## config.mk

```make
export PLATFORM = sky130hd
export DESIGN_NAME = dm_store_cache
export DESIGN_NICKNAME = d
export VERILOG_FILES = /design/src/rtl/dmc_pkg.sv /design/src/rtl/dmc_datapath.sv /design/src/rtl/dmc_control.sv /design/src/rtl/dm_store_cache.sv
export SDC_FILE = /design/constraint.sdc
export NUM_CORES = 1
export LEC_CHECK = 0
export ABC_AREA = 1
export BUFFER_PORTS_ARGS = -buffer_cell sky130_fd_sc_hd__buf_2
export CAP_MARGIN = 20
export CORE_MARGIN = 2
export CORE_UTILIZATION = 50
export CTS_BUF_LIST = sky130_fd_sc_hd__clkbuf_8
export DETAILED_ROUTE_END_ITERATION = 10
export PLACE_DENSITY = 0.69
export SLEW_MARGIN = 20
export SYNTH_ARGS = -nofsm -noshare
export SYNTH_HDL_FRONTEND = slang
export SYNTH_HIERARCHICAL = 1
export SYNTH_SLANG_ARGS = --single-unit
```

## constraint.sdc

```tcl
create_clock -name clk -period 4.1 [get_ports clk]
set_input_delay 0.82 -clock clk [delete_from_list [all_inputs] [get_ports clk]]
set_output_delay 0.82 -clock clk [all_outputs]
set_load 0.02 [all_outputs]
```

## src/rtl/dmc_pkg.sv

```systemverilog
package dmc_pkg;

  typedef enum logic [2:0] {
    ST_IDLE,
    ST_LOOKUP,
    ST_EVICT,
    ST_FILL,
    ST_MEMWR
  } cstate_e;

  // strobes from control to datapath
  typedef struct packed {
    logic capture;     // latch a new processor request
    logic installCpu;  // write the stored word into the indexed line
    logic installMem;  // write the fetched word into the indexed line
    logic markDirty;   // dirty value used with installCpu
    logic cleanVictim; // clear dirty after a finished write-back
    logic rdFromLine;  // load result taken from the line
    logic rdFromMem;   // load result taken from memory
    logic selVictim;   // memory command carries the victim line
  } ctl_t;

endpackage

```

## src/rtl/dmc_datapath.sv

```systemverilog
module dmc_datapath
  import dmc_pkg::*;
#(
  parameter int ADDR_W     = 8,
  parameter int IDX_W      = 3,
  parameter int DATA_W     = 16,
  parameter int WRITE_BACK = 1
) (
  input  logic              clk,
  input  logic              rst,
  input  ctl_t              ctl,
  input  logic              cpuWrite,
  input  logic              cpuNonTemp,
  input  logic [ADDR_W-1:0] cpuAddr,
  input  logic [DATA_W-1:0] cpuWdata,
  output logic [DATA_W-1:0] cpuRdata,
  output logic              reqWrite,
  output logic              reqNonTemp,
  output logic              hit,
  output logic              victimDirty,
  output logic [ADDR_W-1:0] memAddr,
  output logic [DATA_W-1:0] memWdata,
  input  logic [DATA_W-1:0] memRdata
);

  localparam int TAG_W = ADDR_W - IDX_W;
  localparam int LINES = 1 << IDX_W;

  logic [ADDR_W-1:0] reqAddr;
  logic [DATA_W-1:0] reqWdata;
  logic [IDX_W-1:0]  reqIdx;
  logic [TAG_W-1:0]  reqTag;

  logic [LINES-1:0]  validVec;
  logic [LINES-1:0]  dirtyVec;
  logic [TAG_W-1:0]  tagArr  [LINES];
  logic [DATA_W-1:0] dataArr [LINES];

  assign reqIdx = reqAddr[IDX_W-1:0];
  assign reqTag = reqAddr[ADDR_W-1:IDX_W];

  always_ff @(posedge clk) begin
    if (rst) begin
      reqAddr    <= '0;
      reqWdata   <= '0;
      reqWrite   <= 1'b0;
      reqNonTemp <= 1'b0;
    end else if (ctl.capture) begin
      reqAddr    <= cpuAddr;
      reqWdata   <= cpuWdata;
      reqWrite   <= cpuWrite;
      reqNonTemp <= cpuNonTemp;
    end
  end

  for (genvar i = 0; i < LINES; i++) begin : g_line
    logic              lineValid;
    logic              lineDirty;
    logic [TAG_W-1:0]  lineTag;
    logic [DATA_W-1:0] lineData;
    logic              lineSel;

    assign lineSel = (reqIdx == IDX_W'(i));

    always_ff @(posedge clk) begin
      if (rst) begin
        lineValid <= 1'b0;
        lineDirty <= 1'b0;
        lineTag   <= '0;
        lineData  <= '0;
      end else if (lineSel) begin
        if (ctl.installCpu) begin
          lineValid <= 1'b1;
          lineDirty <= ctl.markDirty;
          lineTag   <= reqTag;
          lineData  <= reqWdata;
        end else if (ctl.installMem) begin
          lineValid <= 1'b1;
          lineDirty <= 1'b0;
          lineTag   <= reqTag;
          lineData  <= memRdata;
        end else if (ctl.cleanVictim) begin
          lineDirty <= 1'b0;
        end
      end
    end

    assign validVec[i] = lineValid;
    assign dirtyVec[i] = lineDirty;
    assign tagArr[i]   = lineTag;
    assign dataArr[i]  = lineData;
  end

  assign hit         = validVec[reqIdx] && (tagArr[reqIdx] == reqTag);
  assign victimDirty = validVec[reqIdx] && dirtyVec[reqIdx];
  assign memAddr     = ctl.selVictim ? {tagArr[reqIdx], reqIdx} : reqAddr;
  assign memWdata    = ctl.selVictim ? dataArr[reqIdx] : reqWdata;

  always_ff @(posedge clk) begin
    if (rst)                 cpuRdata <= '0;
    else if (ctl.rdFromLine) cpuRdata <= dataArr[reqIdx];
    else if (ctl.rdFromMem)  cpuRdata <= memRdata;
  end


  reset_clear_chk: assert property (@(posedge clk)
    $fell(rst) |-> (validVec == '0 && dirtyVec == '0));


  wt_never_dirty_chk: assert property (@(posedge clk) disable iff (rst)
    (WRITE_BACK != 0) || (dirtyVec == '0));


  nt_no_alloc_chk: assert property (@(posedge clk) disable iff (rst)
    ctl.installCpu |-> (hit || !reqNonTemp));

endmodule

```

## src/rtl/dmc_control.sv

```systemverilog
module dmc_control
  import dmc_pkg::*;
#(
  parameter int WRITE_BACK = 1
) (
  input  logic clk,
  input  logic rst,
  input  logic cpuValid,
  input  logic hit,
  input  logic victimDirty,
  input  logic reqWrite,
  input  logic reqNonTemp,
  input  logic memDone,
  output ctl_t ctl,
  output logic cpuReady,
  output logic memReq,
  output logic memWrite
);

  localparam logic WB_MODE = (WRITE_BACK != 0);

  cstate_e state, nextState;

  always_ff @(posedge clk) begin
    if (rst) state <= ST_IDLE;
    else     state <= nextState;
  end

  always_comb begin
    nextState = state;
    ctl       = '0;
    cpuReady  = 1'b0;
    memReq    = 1'b0;
    memWrite  = 1'b0;
    unique case (state)
      ST_IDLE: begin
        cpuReady = 1'b1;
        if (cpuValid) begin
          ctl.capture = 1'b1;
          nextState   = ST_LOOKUP;
        end
      end
      ST_LOOKUP: begin
        if (hit) begin
          if (!reqWrite) begin
            ctl.rdFromLine = 1'b1;
            nextState      = ST_IDLE;
          end else begin
            ctl.installCpu = 1'b1;
            ctl.markDirty  = WB_MODE;
            nextState      = WB_MODE ? ST_IDLE : ST_MEMWR;
          end
        end else if (reqWrite && reqNonTemp) begin
          nextState = ST_MEMWR;
        end else if (victimDirty) begin
          nextState = ST_EVICT;
        end else if (reqWrite) begin
          ctl.installCpu = 1'b1;
          ctl.markDirty  = WB_MODE;
          nextState      = WB_MODE ? ST_IDLE : ST_MEMWR;
        end else begin
          nextState = ST_FILL;
        end
      end
      ST_EVICT: begin
        memReq        = 1'b1;
        memWrite      = 1'b1;
        ctl.selVictim = 1'b1;
        if (memDone) begin
          ctl.cleanVictim = 1'b1;
          nextState       = ST_LOOKUP;
        end
      end
      ST_FILL: begin
        memReq = 1'b1;
        if (memDone) begin
          ctl.installMem = 1'b1;
          ctl.rdFromMem  = 1'b1;
          nextState      = ST_IDLE;
        end
      end
      ST_MEMWR: begin
        memReq   = 1'b1;
        memWrite = 1'b1;
        if (memDone) nextState = ST_IDLE;
      end
      default: nextState = ST_IDLE;
    endcase
  end


  req_hold_chk: assert property (@(posedge clk) disable iff (rst)
    (memReq && !memDone) |=> (memReq && $stable(memWrite)));


  busy_not_ready_chk: assert property (@(posedge clk) disable iff (rst)
    memReq |-> !cpuReady);

endmodule

```

## src/rtl/dm_store_cache.sv

```systemverilog
module dm_store_cache
  import dmc_pkg::*;
#(
  parameter int ADDR_W     = 8,
  parameter int IDX_W      = 3,
  parameter int DATA_W     = 16,
  parameter int WRITE_BACK = 1
) (
  input  logic              clk,
  input  logic              rst,
  input  logic              cpuValid,
  input  logic              cpuWrite,
  input  logic              cpuNonTemp,
  input  logic [ADDR_W-1:0] cpuAddr,
  input  logic [DATA_W-1:0] cpuWdata,
  output logic [DATA_W-1:0] cpuRdata,
  output logic              cpuReady,
  output logic              memReq,
  output logic              memWrite,
  output logic [ADDR_W-1:0] memAddr,
  output logic [DATA_W-1:0] memWdata,
  input  logic [DATA_W-1:0] memRdata,
  input  logic              memDone
);

  ctl_t ctl;
  logic hit;
  logic victimDirty;
  logic reqWrite;
  logic reqNonTemp;

  dmc_control #(.WRITE_BACK(WRITE_BACK)) u_control (
    .clk        (clk),
    .rst        (rst),
    .cpuValid   (cpuValid),
    .hit        (hit),
    .victimDirty(victimDirty),
    .reqWrite   (reqWrite),
    .reqNonTemp (reqNonTemp),
    .memDone    (memDone),
    .ctl        (ctl),
    .cpuReady   (cpuReady),
    .memReq     (memReq),
    .memWrite   (memWrite)
  );

  dmc_datapath #(
    .ADDR_W    (ADDR_W),
    .IDX_W     (IDX_W),
    .DATA_W    (DATA_W),
    .WRITE_BACK(WRITE_BACK)
  ) u_datapath (
    .clk        (clk),
    .rst        (rst),
    .ctl        (ctl),
    .cpuWrite   (cpuWrite),
    .cpuNonTemp (cpuNonTemp),
    .cpuAddr    (cpuAddr),
    .cpuWdata   (cpuWdata),
    .cpuRdata   (cpuRdata),
    .reqWrite   (reqWrite),
    .reqNonTemp (reqNonTemp),
    .hit        (hit),
    .victimDirty(victimDirty),
    .memAddr    (memAddr),
    .memWdata   (memWdata),
    .memRdata   (memRdata)
  );


  no_fill_over_dirty_chk: assert property (@(posedge clk) disable iff (rst)
    (memReq && !memWrite) |-> !victimDirty);


  cmd_stable_chk: assert property (@(posedge clk) disable iff (rst)
    (memReq && !memDone) |=> ($stable(memAddr) && $stable(memWdata)));

endmodule

```

==> results.sh, run 1 <==
export IMPL_async_flop_share_pct=0
export IMPL_root_buffer="clkbuf_8"
export IMPL_initialDrtViolationCount=942
export IMPL_slew_viol_final=0
export IMPL_outcome="finished clean"
export IMPL_pwr_share_seq_pct=40.3
export IMPL_max_cap_viol_count=0
export IMPL_multiInputGateArea_um2=4810
export IMPL_path_clk_slew_ps=60
export IMPL_vias_per_cell=5.64
export IMPL_clockPowerShare_pct=34.9
export IMPL_internal_power_mw=4.00
export IMPL_antenna_cells=0
export IMPL_p_switching_mw=2.18
export IMPL_ys_warn_count=6
export IMPL_start_util_pct=50.5
export IMPL_grt_antenna_before_repair=0
export IMPL_setup_ws_ps=253
export IMPL_avgRoutedWirePerCell_um=18.0
export IMPL_netlist_area_um2=10200
export IMPL_setup_violations=0
export IMPL_swShare_pct=35.3
export IMPL_synth_area_per_cell_um2=7.02
export IMPL_gp_congestion=0.899
export IMPL_nNetsFinal=1550
export IMPL_cts_sinks=229
export IMPL_min_period_over_period_pct=93.8
export IMPL_hold_path_class="flop to flop"
export IMPL_dieArea_um2=21500
export IMPL_yosysTopAreaCell="dfxtp_1"
export IMPL_tns_ps=0
export IMPL_grt_pass1_wl_um=51000
export IMPL_antenna_left=0
export IMPL_period_minus_slack_ps=3850
export IMPL_clock_latency_ps=540
export IMPL_cp_data_arrival_time_ps=3030
export IMPL_worstSetupPathType="flop to output port"
export IMPL_coreArea_um2=20100
export IMPL_cp_required_ps=3280
export IMPL_max_slew_margin_pct=35.4
export IMPL_rsz0062_at_grt="false"
export IMPL_p_comb_share_pct=24.9
export IMPL_grt_overflow_total=0
export IMPL_yosysSeqAreaShare_pct=45.1
export IMPL_grt_max_degree=102
export IMPL_fin_util_pct=57.6
export IMPL_ctsHtreeMaxLevel=2
export IMPL_fmax_mhz=260
export IMPL_ctsHoldBuffers=0
export IMPL_layout_commonest_cell="nand2_1"
export IMPL_syn_nets=1492
export IMPL_final_setup_skew_ps=16.2
export IMPL_seqCellArea_um2=4590
export IMPL_tightest_slew_ps=963
export IMPL_wirelength_um=32400
export IMPL_cts_buffers=39
export IMPL_ys_ff_latch=229
export IMPL_total_power_mw=6.17
export IMPL_die_h_um=147
export IMPL_clk_path_buf_depth=3
export IMPL_hold_start="u_datapath/g_line[3].lineData[0]"
export IMPL_crit_fanout=26
export IMPL_drt_pre_antenna_iters=6
export IMPL_die_w_um=147
export IMPL_ys_flop_type="dfxtp_1"
export IMPL_core_rowCount=52
export IMPL_final_layout_size_suffix_gt1_share_pct=14.4
export IMPL_vias=10200
export IMPL_p_per_area_nw_per_um2=533
export IMPL_worstSetupEndpointType="output port"
export IMPL_startpoint_type="flop"
export IMPL_grt_pass1_vias=9460
export IMPL_syn_to_final_growth_pct=14.0
export IMPL_startpoint="u_datapath/reqAddr[0]"
export IMPL_place_ws_ps=419
export IMPL_ir_drop_mv=0.275
export IMPL_cts_tree="built"
export IMPL_worstReg2RegStart="u_datapath/reqAddr[1]"
export IMPL_finalHoldViolCount=0
export IMPL_p_leak_nw=4.50
export IMPL_remaining_drc_errors=0
export IMPL_port_buffers=88
export IMPL_fillers=1901
export IMPL_fin_area_um2=11600
export IMPL_ios=89
export IMPL_synth_edff_count=0
export IMPL_grt_use_total_pct=29.8
export IMPL_hpwl_um=20000
export IMPL_yosys_top_cells_area="dfxtp_1 45%, nand2_1 14%, a21oi_1 8.6%"
export IMPL_postSynthCellCount=1446
export IMPL_synth_cell_type_count=34
export IMPL_synth_top_area_share_pct=45.1
export IMPL_place_area_um2=10700
export IMPL_layout_common_cells="368 x nand2_1, 227 x dfxtp_1, 175 x a21oi_1, 157 x o21ai_0, 155 x nor2_1"
-- critical path: stages (launching register included) --
cell and delay (ps):
dfxtp_2 500, inv_2 190, nor2_2 220, buf_4 250, buf_4 360, a22oi_1 130
nand3_1 100, o21ai_0 270, o21ai_0 250, buf_2 200
-- registers in the layout, indices dropped and copies added (netlist names) --
name	cells
u_datapath/g_line.lineData	128
u_datapath/cpuRdata	16
u_datapath/reqNonTemp	1
u_control/state	3
u_datapath/reqWdata	16
u_datapath/g_line.lineTag	40
u_datapath/reqWrite	1
u_datapath/reqAddr	8
u_datapath/g_line.lineValid	8
u_datapath/g_line.lineDirty	8
-- per-stage QoR --
stage                     hold WS (ps)  instances
after floorplan                    424       1446
after global placement             441       1731
after detailed placement           444       1731
after CTS                          453       1798
after global routing               475       1800
final                              453       1800
-- cells in the mapped netlist (3+ instances only) --
cell type and count:
o21ai_0 157, a22oi_1 11, buf_1 3, clkbuf_1 49, inv_1 58, nor2_2 6, buf_4 18, nand2_2 6
nand2_1 368, nand3_1 76, inv_2 12, mux2_2 3, a21oi_1 175, o31ai_1 3, o2111ai_1 8, o22ai_1 6
a311oi_1 6, o21ai_1 13, buf_2 31, dfxtp_1 229, nor3_1 3, nand4_1 18, a31oi_1 4, o211ai_1 10
nor2_1 157
-- cell type report --
type	instances	area share, %
tap	270	2.92
inverter	72	2.34
clock inverter	13	0.702
multi-input combinational	1042	41.6
timing repair buffer	120	6.46
sequential	229	39.6
clock buffer	54	6.42
-- path summary, 6_finish.rpt --
kind	depth (start not counted)	slack [ps]	end
max	9	250	memWdata[4]
min reg2reg	2	450	u_datapath/g_line[3].lineData[0]
min	2	450	u_datapath/g_line[3].lineData[0]
max reg2reg	18	490	u_datapath/g_line[6].lineData[10]
-- kinds of logic after synthesis --
| kind of cell | Yosys count | share of synthesized area (%) |
|---|---|---|
| AOI/OAI and AO/OA | 394 | 20.7 |
| buffers and inverters | 175 | 7.66 |
| DFF | 229 | 45.1 |
| muxes | 3 | 0.333 |
| and+or+nand+nor | 645 | 26.2 |
-- routing by layer --
layer | part of all wire [%] | vias to the layer above | routed length [um] | track usage, %
met5 | 0 | - | 0 | 0
met4 | 3.0 | 0 | 973 | 11.6
met3 | 8.5 | 71 | 2770 | 4.94
met2 | 46 | 445 | 15000 | 48.8
met1 | 42 | 4723 | 13600 | 39.6
li1 | - | 4919 | - | -
-- power by group through the flow --
stage               combinational, mW  clock [mW]  sequential [mW]
floorplan                        1.01           0             2.50
global placement                 1.47           0             2.52
detailed placement               1.48           0             2.52
CTS                              1.48        2.19             2.48
global route                     1.66        2.28             2.50
finish                           1.54        2.15             2.48
-- what timing repair did --
item	CTS	global route
gates resized for setup	0	4
setup endpoints to repair	0	17
setup buffers	0	0
Power figures use the tool's default switching activity.
==> inputs of run 2 (changes only) <==
--- a/config.mk
+++ b/config.mk
@@ -12,7 +12,7 @@
 export CORE_UTILIZATION = 50
 export CTS_BUF_LIST = sky130_fd_sc_hd__clkbuf_8
 export DETAILED_ROUTE_END_ITERATION = 10
-export PLACE_DENSITY = 0.69
+export PLACE_DENSITY_LB_ADDON = 0.25
 export SLEW_MARGIN = 20
 export SYNTH_ARGS = -nofsm -noshare
 export SYNTH_HDL_FRONTEND = slang
==> results.sh, run 2 (synthesis results as in run 1) <==
export IMPL_outcome="finished clean"
export IMPL_tns_ps=0
export IMPL_dieArea_um2=21500
export IMPL_final_layout_size_suffix_gt1_share_pct=14.1
export IMPL_fillers=1896
export IMPL_cts_buffers=40
export IMPL_cts_setup_buffers=0
export IMPL_layout_commonest_cell="nand2_1"
export IMPL_tightest_slew_ps=1120
export IMPL_swShare_pct=36.1
export IMPL_place_area_um2=10700
export IMPL_fin_util_pct=57.2
export IMPL_drt_pre_antenna_iters=5
export IMPL_grt_antenna_before_repair=0
export IMPL_min_period_over_period_pct=91.4
export IMPL_max_slew_margin_pct=25.5
export IMPL_slew_viol_final=0
export IMPL_total_power_mw=6.01
export IMPL_multiInputGateArea_um2=4810
export IMPL_fmax_mhz=267
export IMPL_avgRoutedWirePerCell_um=17.9
export IMPL_clock_latency_ps=550
export IMPL_cts_resized_gates=0
export IMPL_startpoint_type="flop"
export IMPL_rsz0062_at_grt="false"
export IMPL_ctsHtreeMaxLevel=2
export IMPL_initialDrtViolationCount=862
export IMPL_regMostFlops="u_datapath/g_line.lineData"
export IMPL_pwr_share_seq_pct=40.9
export IMPL_nNetsFinal=1555
export IMPL_internal_power_mw=3.84
export IMPL_p_switching_mw=2.17
export IMPL_largestRegisters="u_datapath/g_line.lineData x128, u_datapath/g_line.lineTag x40"
export IMPL_use_met3_pct=5.66
export IMPL_coreArea_um2=20100
export IMPL_grt_max_degree=102
export IMPL_vias_per_cell=5.60
export IMPL_worstReg2RegStart="u_datapath/reqAddr[0]"
export IMPL_grt_overflow_total=0
export IMPL_period_minus_slack_ps=3750
export IMPL_top_usage_layer="met2"
export IMPL_largest_reg_flops=128
export IMPL_antenna_cells=0
export IMPL_root_buffer="clkbuf_8"
export IMPL_cts_sinks=229
export IMPL_syn_to_final_growth_pct=13.2
export IMPL_hpwl_um=20500
export IMPL_cp_required_ps=3280
export IMPL_die_w_um=147
export IMPL_crit_fanout=28
export IMPL_gp_congestion=0.883
export IMPL_port_buffers=88
export IMPL_startpoint="u_datapath/reqAddr[0]"
export IMPL_ctsHoldBuffers=0
export IMPL_core_rowCount=52
export IMPL_worstSetupPathType="flop to output port"
export IMPL_layout_common_cells="368 x nand2_1, 229 x dfxtp_1, 175 x a21oi_1, 157 x o21ai_0, 154 x nor2_1"
export IMPL_final_setup_skew_ps=29.5
export IMPL_grt_use_total_pct=29.7
export IMPL_start_util_pct=50.5
export IMPL_hold_path_class="flop to flop"
export IMPL_ios=89
export IMPL_cp_data_arrival_time_ps=2930
export IMPL_p_leak_nw=4.48
export IMPL_clockPowerShare_pct=33.1
export IMPL_gr_usage_met1_pct=38.5
export IMPL_antenna_left=0
export IMPL_path_clk_slew_ps=50
export IMPL_worstSetupEndpointType="output port"
export IMPL_finish_cell_count_without_fillers=1806
export IMPL_hold_start="u_datapath/g_line[3].lineData[7]"
export IMPL_wirelength_um=32300
export IMPL_clk_path_buf_depth=3
export IMPL_fin_area_um2=11500
export IMPL_vias=10100
export IMPL_max_cap_viol_count=0
export IMPL_finalHoldViolCount=0
export IMPL_die_h_um=147
export IMPL_p_comb_share_pct=25.9
export IMPL_ir_drop_mv=0.293
export IMPL_met2_usage_pct=47.8
export IMPL_seqCellArea_um2=4580
export IMPL_dpl_cell_count=1737
export IMPL_grt_pass1_vias=9500
export IMPL_grt_pass1_wl_um=50900
export IMPL_remaining_drc_errors=0
export IMPL_setup_violations=0
export IMPL_p_per_area_nw_per_um2=523
export IMPL_cts_tree="built"
==> run 2: changes by cell type in the layout (fill, tap and decap cells not counted), moves of 2 or more <==
| cell | before | now |
|---|---|---|
| clkinv_2 | 6 | 2 |
| inv_1 | 63 | 72 |
| buf_16 | 2 | 0 |
| buf_4 | 29 | 36 |
| dfxtp_1 | 227 | 229 |
| clkbuf_8 | 54 | 49 |
| clkinvlp_4 | 0 | 2 |
| inv_2 | 12 | 14 |
| clkinv_1 | 3 | 1 |
| dfxtp_2 | 2 | 0 |
==> run 2: final timing paths <==
check	slack [ps]	depth (start not counted)	to
min	450	2	u_datapath/g_line[3].lineData[7]
max reg2reg	440	17	u_datapath/g_line[1].lineTag[2]
min reg2reg	450	2	u_datapath/g_line[3].lineData[7]
max	350	8	memWdata[4]
==> run 2: area by class of cell <==
cell class	count	share of cell area, %
inverters	72	2.35
flip-flops and latches	229	39.9
well taps	270	2.94
multi-input cells	1042	41.9
clock buffers	49	5.87
repair buffers	124	6.31
clock inverters	20	0.784
==> run 2: metrics by stage <==
stage,hold WS (ps),worst slack (ps)
floorplan,424,1350
global placement,442,685
detailed placement,445,539
CTS,454,393
global route,472,187
finish,452,352
==> run 2: power groups by stage <==
stage	Sequential [mW]	Combinational (mW)	Clock, mW
global placement	2.50	1.52	0
finish	2.46	1.56	1.99
detailed placement	2.51	1.53	0
floorplan	2.50	1.01	0
CTS	2.46	1.53	2.03
global route	2.48	1.67	2.11
==> run 2: worst max-delay path: stages (launching register included) <==
cell and delay [ps]:
dfxtp_1 510, inv_2 190, nor2_2 300, buf_4 420, a22oi_1 120, nand3_1 110, o21ai_0 270, o21ai_0 280
buf_2 200
==> run 2: metal layers <==
layer,share of wire (%),vias up
met1,42,4681
li1,-,4934
met5,0,-
met3,7.7,87
met2,46,408
met4,3.7,0
==> inputs of run 3 (changes only) <==
==> constraint.sdc (replaced) <==
create_clock -name clk -period 4.1 [get_ports clk]
set_input_delay 0.41 -clock clk [delete_from_list [all_inputs] [get_ports clk]]
set_output_delay 0.41 -clock clk [all_outputs]
set_load 0.02 [all_outputs]
==> results.sh, run 3 (synthesis results as in run 1) <==
export IMPL_setup_violations=0
export IMPL_path_clk_slew_ps=60
export IMPL_cts_tree="built"
export IMPL_layout_common_cells="368 x nand2_1, 229 x dfxtp_1, 175 x a21oi_1, 157 x o21ai_0, 154 x nor2_1"
export IMPL_cts_buffers=40
export IMPL_grt_overflow_total=0
export IMPL_tightest_slew_ps=1050
export IMPL_wl_met1_um=13700
export IMPL_outcome="finished clean"
export IMPL_slew_viol_final=0
export IMPL_largest_reg_flops=128
export IMPL_final_setup_skew_ps=27.1
export IMPL_vias=10200
export IMPL_worstPathCellList="inv_2, nor2_2, nand2_1, nand4_1, nand3_1, nand2_1, nand2_1, nor2_1, nor2_1, nor3b_2, nor2_4, inv_2, nand2_2, inv_2, o21ai_0, a21oi_1"
export IMPL_avgRoutedWirePerCell_um=18.3
export IMPL_ctsHtreeMaxLevel=2
export IMPL_seqCellArea_um2=4580
export IMPL_antenna_cells=0
export IMPL_min_period_over_period_pct=92.0
export IMPL_regMostFlops="u_datapath/g_line.lineData"
export IMPL_vias_per_cell=5.69
export IMPL_die_w_um=147
export IMPL_worstSetupEndpointType="flop"
export IMPL_ios=89
export IMPL_slowest_stage="dfxtp_1"
export IMPL_nNetsFinal=1556
export IMPL_grt_max_degree=102
export IMPL_clk_path_buf_depth=3
export IMPL_hold_path_class="input pin to flop"
export IMPL_drt_pre_antenna_iters=8
export IMPL_wl_met2_um=15200
export IMPL_cts_sinks=229
export IMPL_grt_pass1_wl_um=51700
export IMPL_syn_to_final_growth_pct=13.0
export IMPL_period_minus_slack_ps=3770
export IMPL_finalHoldViolCount=0
export IMPL_core_rowCount=52
export IMPL_worstSetupPathType="flop to flop"
export IMPL_topRoutingLayerUsed="met4"
export IMPL_initialDrtViolationCount=942
export IMPL_dieArea_um2=21500
export IMPL_finish_cell_count_without_fillers=1798
export IMPL_layout_commonest_cell="nand2_1"
export IMPL_clock_latency_ps=540
export IMPL_start_util_pct=50.5
export IMPL_port_buffers=88
export IMPL_fmax_mhz=265
export IMPL_p_leak_nw=4.46
export IMPL_hpwl_um=20700
export IMPL_ctsHoldBuffers=0
export IMPL_grt_use_total_pct=30.1
export IMPL_startpoint_type="flop"
export IMPL_grt_antenna_before_repair=0
export IMPL_die_h_um=147
export IMPL_gp_congestion=0.885
export IMPL_grt_pass1_vias=9667
export IMPL_largestRegisters="u_datapath/g_line.lineData x128, u_datapath/g_line.lineTag x40"
export IMPL_wl_met3_um=2800
export IMPL_antenna_left=0
export IMPL_crit_fanout=26
export IMPL_cts_resized_gates=0
export IMPL_cts_setup_buffers=0
export IMPL_remaining_drc_errors=0
export IMPL_slowest_delay_ps=620
export IMPL_cp_data_arrival_time_ps=4230
export IMPL_p_per_area_nw_per_um2=521
export IMPL_fin_area_um2=11500
export IMPL_max_cap_viol_count=0
export IMPL_final_layout_size_suffix_gt1_share_pct=14.1
export IMPL_fillers=1940
export IMPL_cp_required_ps=4560
export IMPL_dpl_cell_count=1736
export IMPL_wirelength_um=32900
export IMPL_max_slew_margin_pct=30.2
export IMPL_root_buffer="clkbuf_8"
export IMPL_multiInputGateArea_um2=4810
export IMPL_coreArea_um2=20100
export IMPL_tns_ps=0
export IMPL_rsz0062_at_grt="false"
export IMPL_ir_drop_mv=0.291
export IMPL_place_area_um2=10700
==> run 3: layout make-up <==
| class | instances | share of cell area, % |
|---|---|---|
| clock buffer | 49 | 5.88 |
| clock inverter | 11 | 0.392 |
| inverter | 72 | 2.35 |
| multi-input combinational | 1042 | 41.9 |
| sequential | 229 | 39.9 |
| tap | 270 | 2.94 |
| timing repair buffer | 125 | 6.56 |
==> run 3: path summary, 6_finish.rpt <==
kind                                         from                         endpoint  slack [ps]  depth (start not counted)
setup / recovery            u_datapath/reqAddr[0]  u_datapath/g_line[1].lineTag[2]         330                         16
hold reg to reg   u_datapath/g_line[4].lineTag[2]  u_datapath/g_line[4].lineTag[2]         450                          2
setup reg to reg            u_datapath/reqAddr[0]  u_datapath/g_line[1].lineTag[2]         330                         16
hold / removal                        cpuWdata[8]           u_datapath/reqWdata[8]          90                          3
==> run 3: through the flow <==
stage | util [%] | total power [mW] | worst slack (ps) | hold slack [ps]
after detailed placement | 53.3 | 4.02 | 470 | 448
after global routing | 57.1 | 6.24 | 26.0 | 88.5
final | 57.1 | 5.98 | 327 | 91.6
after floorplan | - | 3.51 | 1350 | 424
after CTS | 56.9 | 5.96 | 422 | 75.1
after global placement | 53.3 | 4.01 | 638 | 433
==> run 3: critical path: cells and delay by family (launching register included) <==
family,cells,cell delay (ps)
flops,1,620
compound gates,2,370
simple gates,11,1730
buf+inv,3,960
==> run 3: routing by layer <==
layer	GRT usage (%)	vias up
met5	0	-
met4	13.1	0
met3	4.75	82
met2	48.5	480
met1	40.1	4746
li1	-	4928
==> run 3: report_power, final <==
group	switching, mW	internal (mW)
clock network	0.899	1.06
logic	1.14	0.407
registers	0.107	2.36
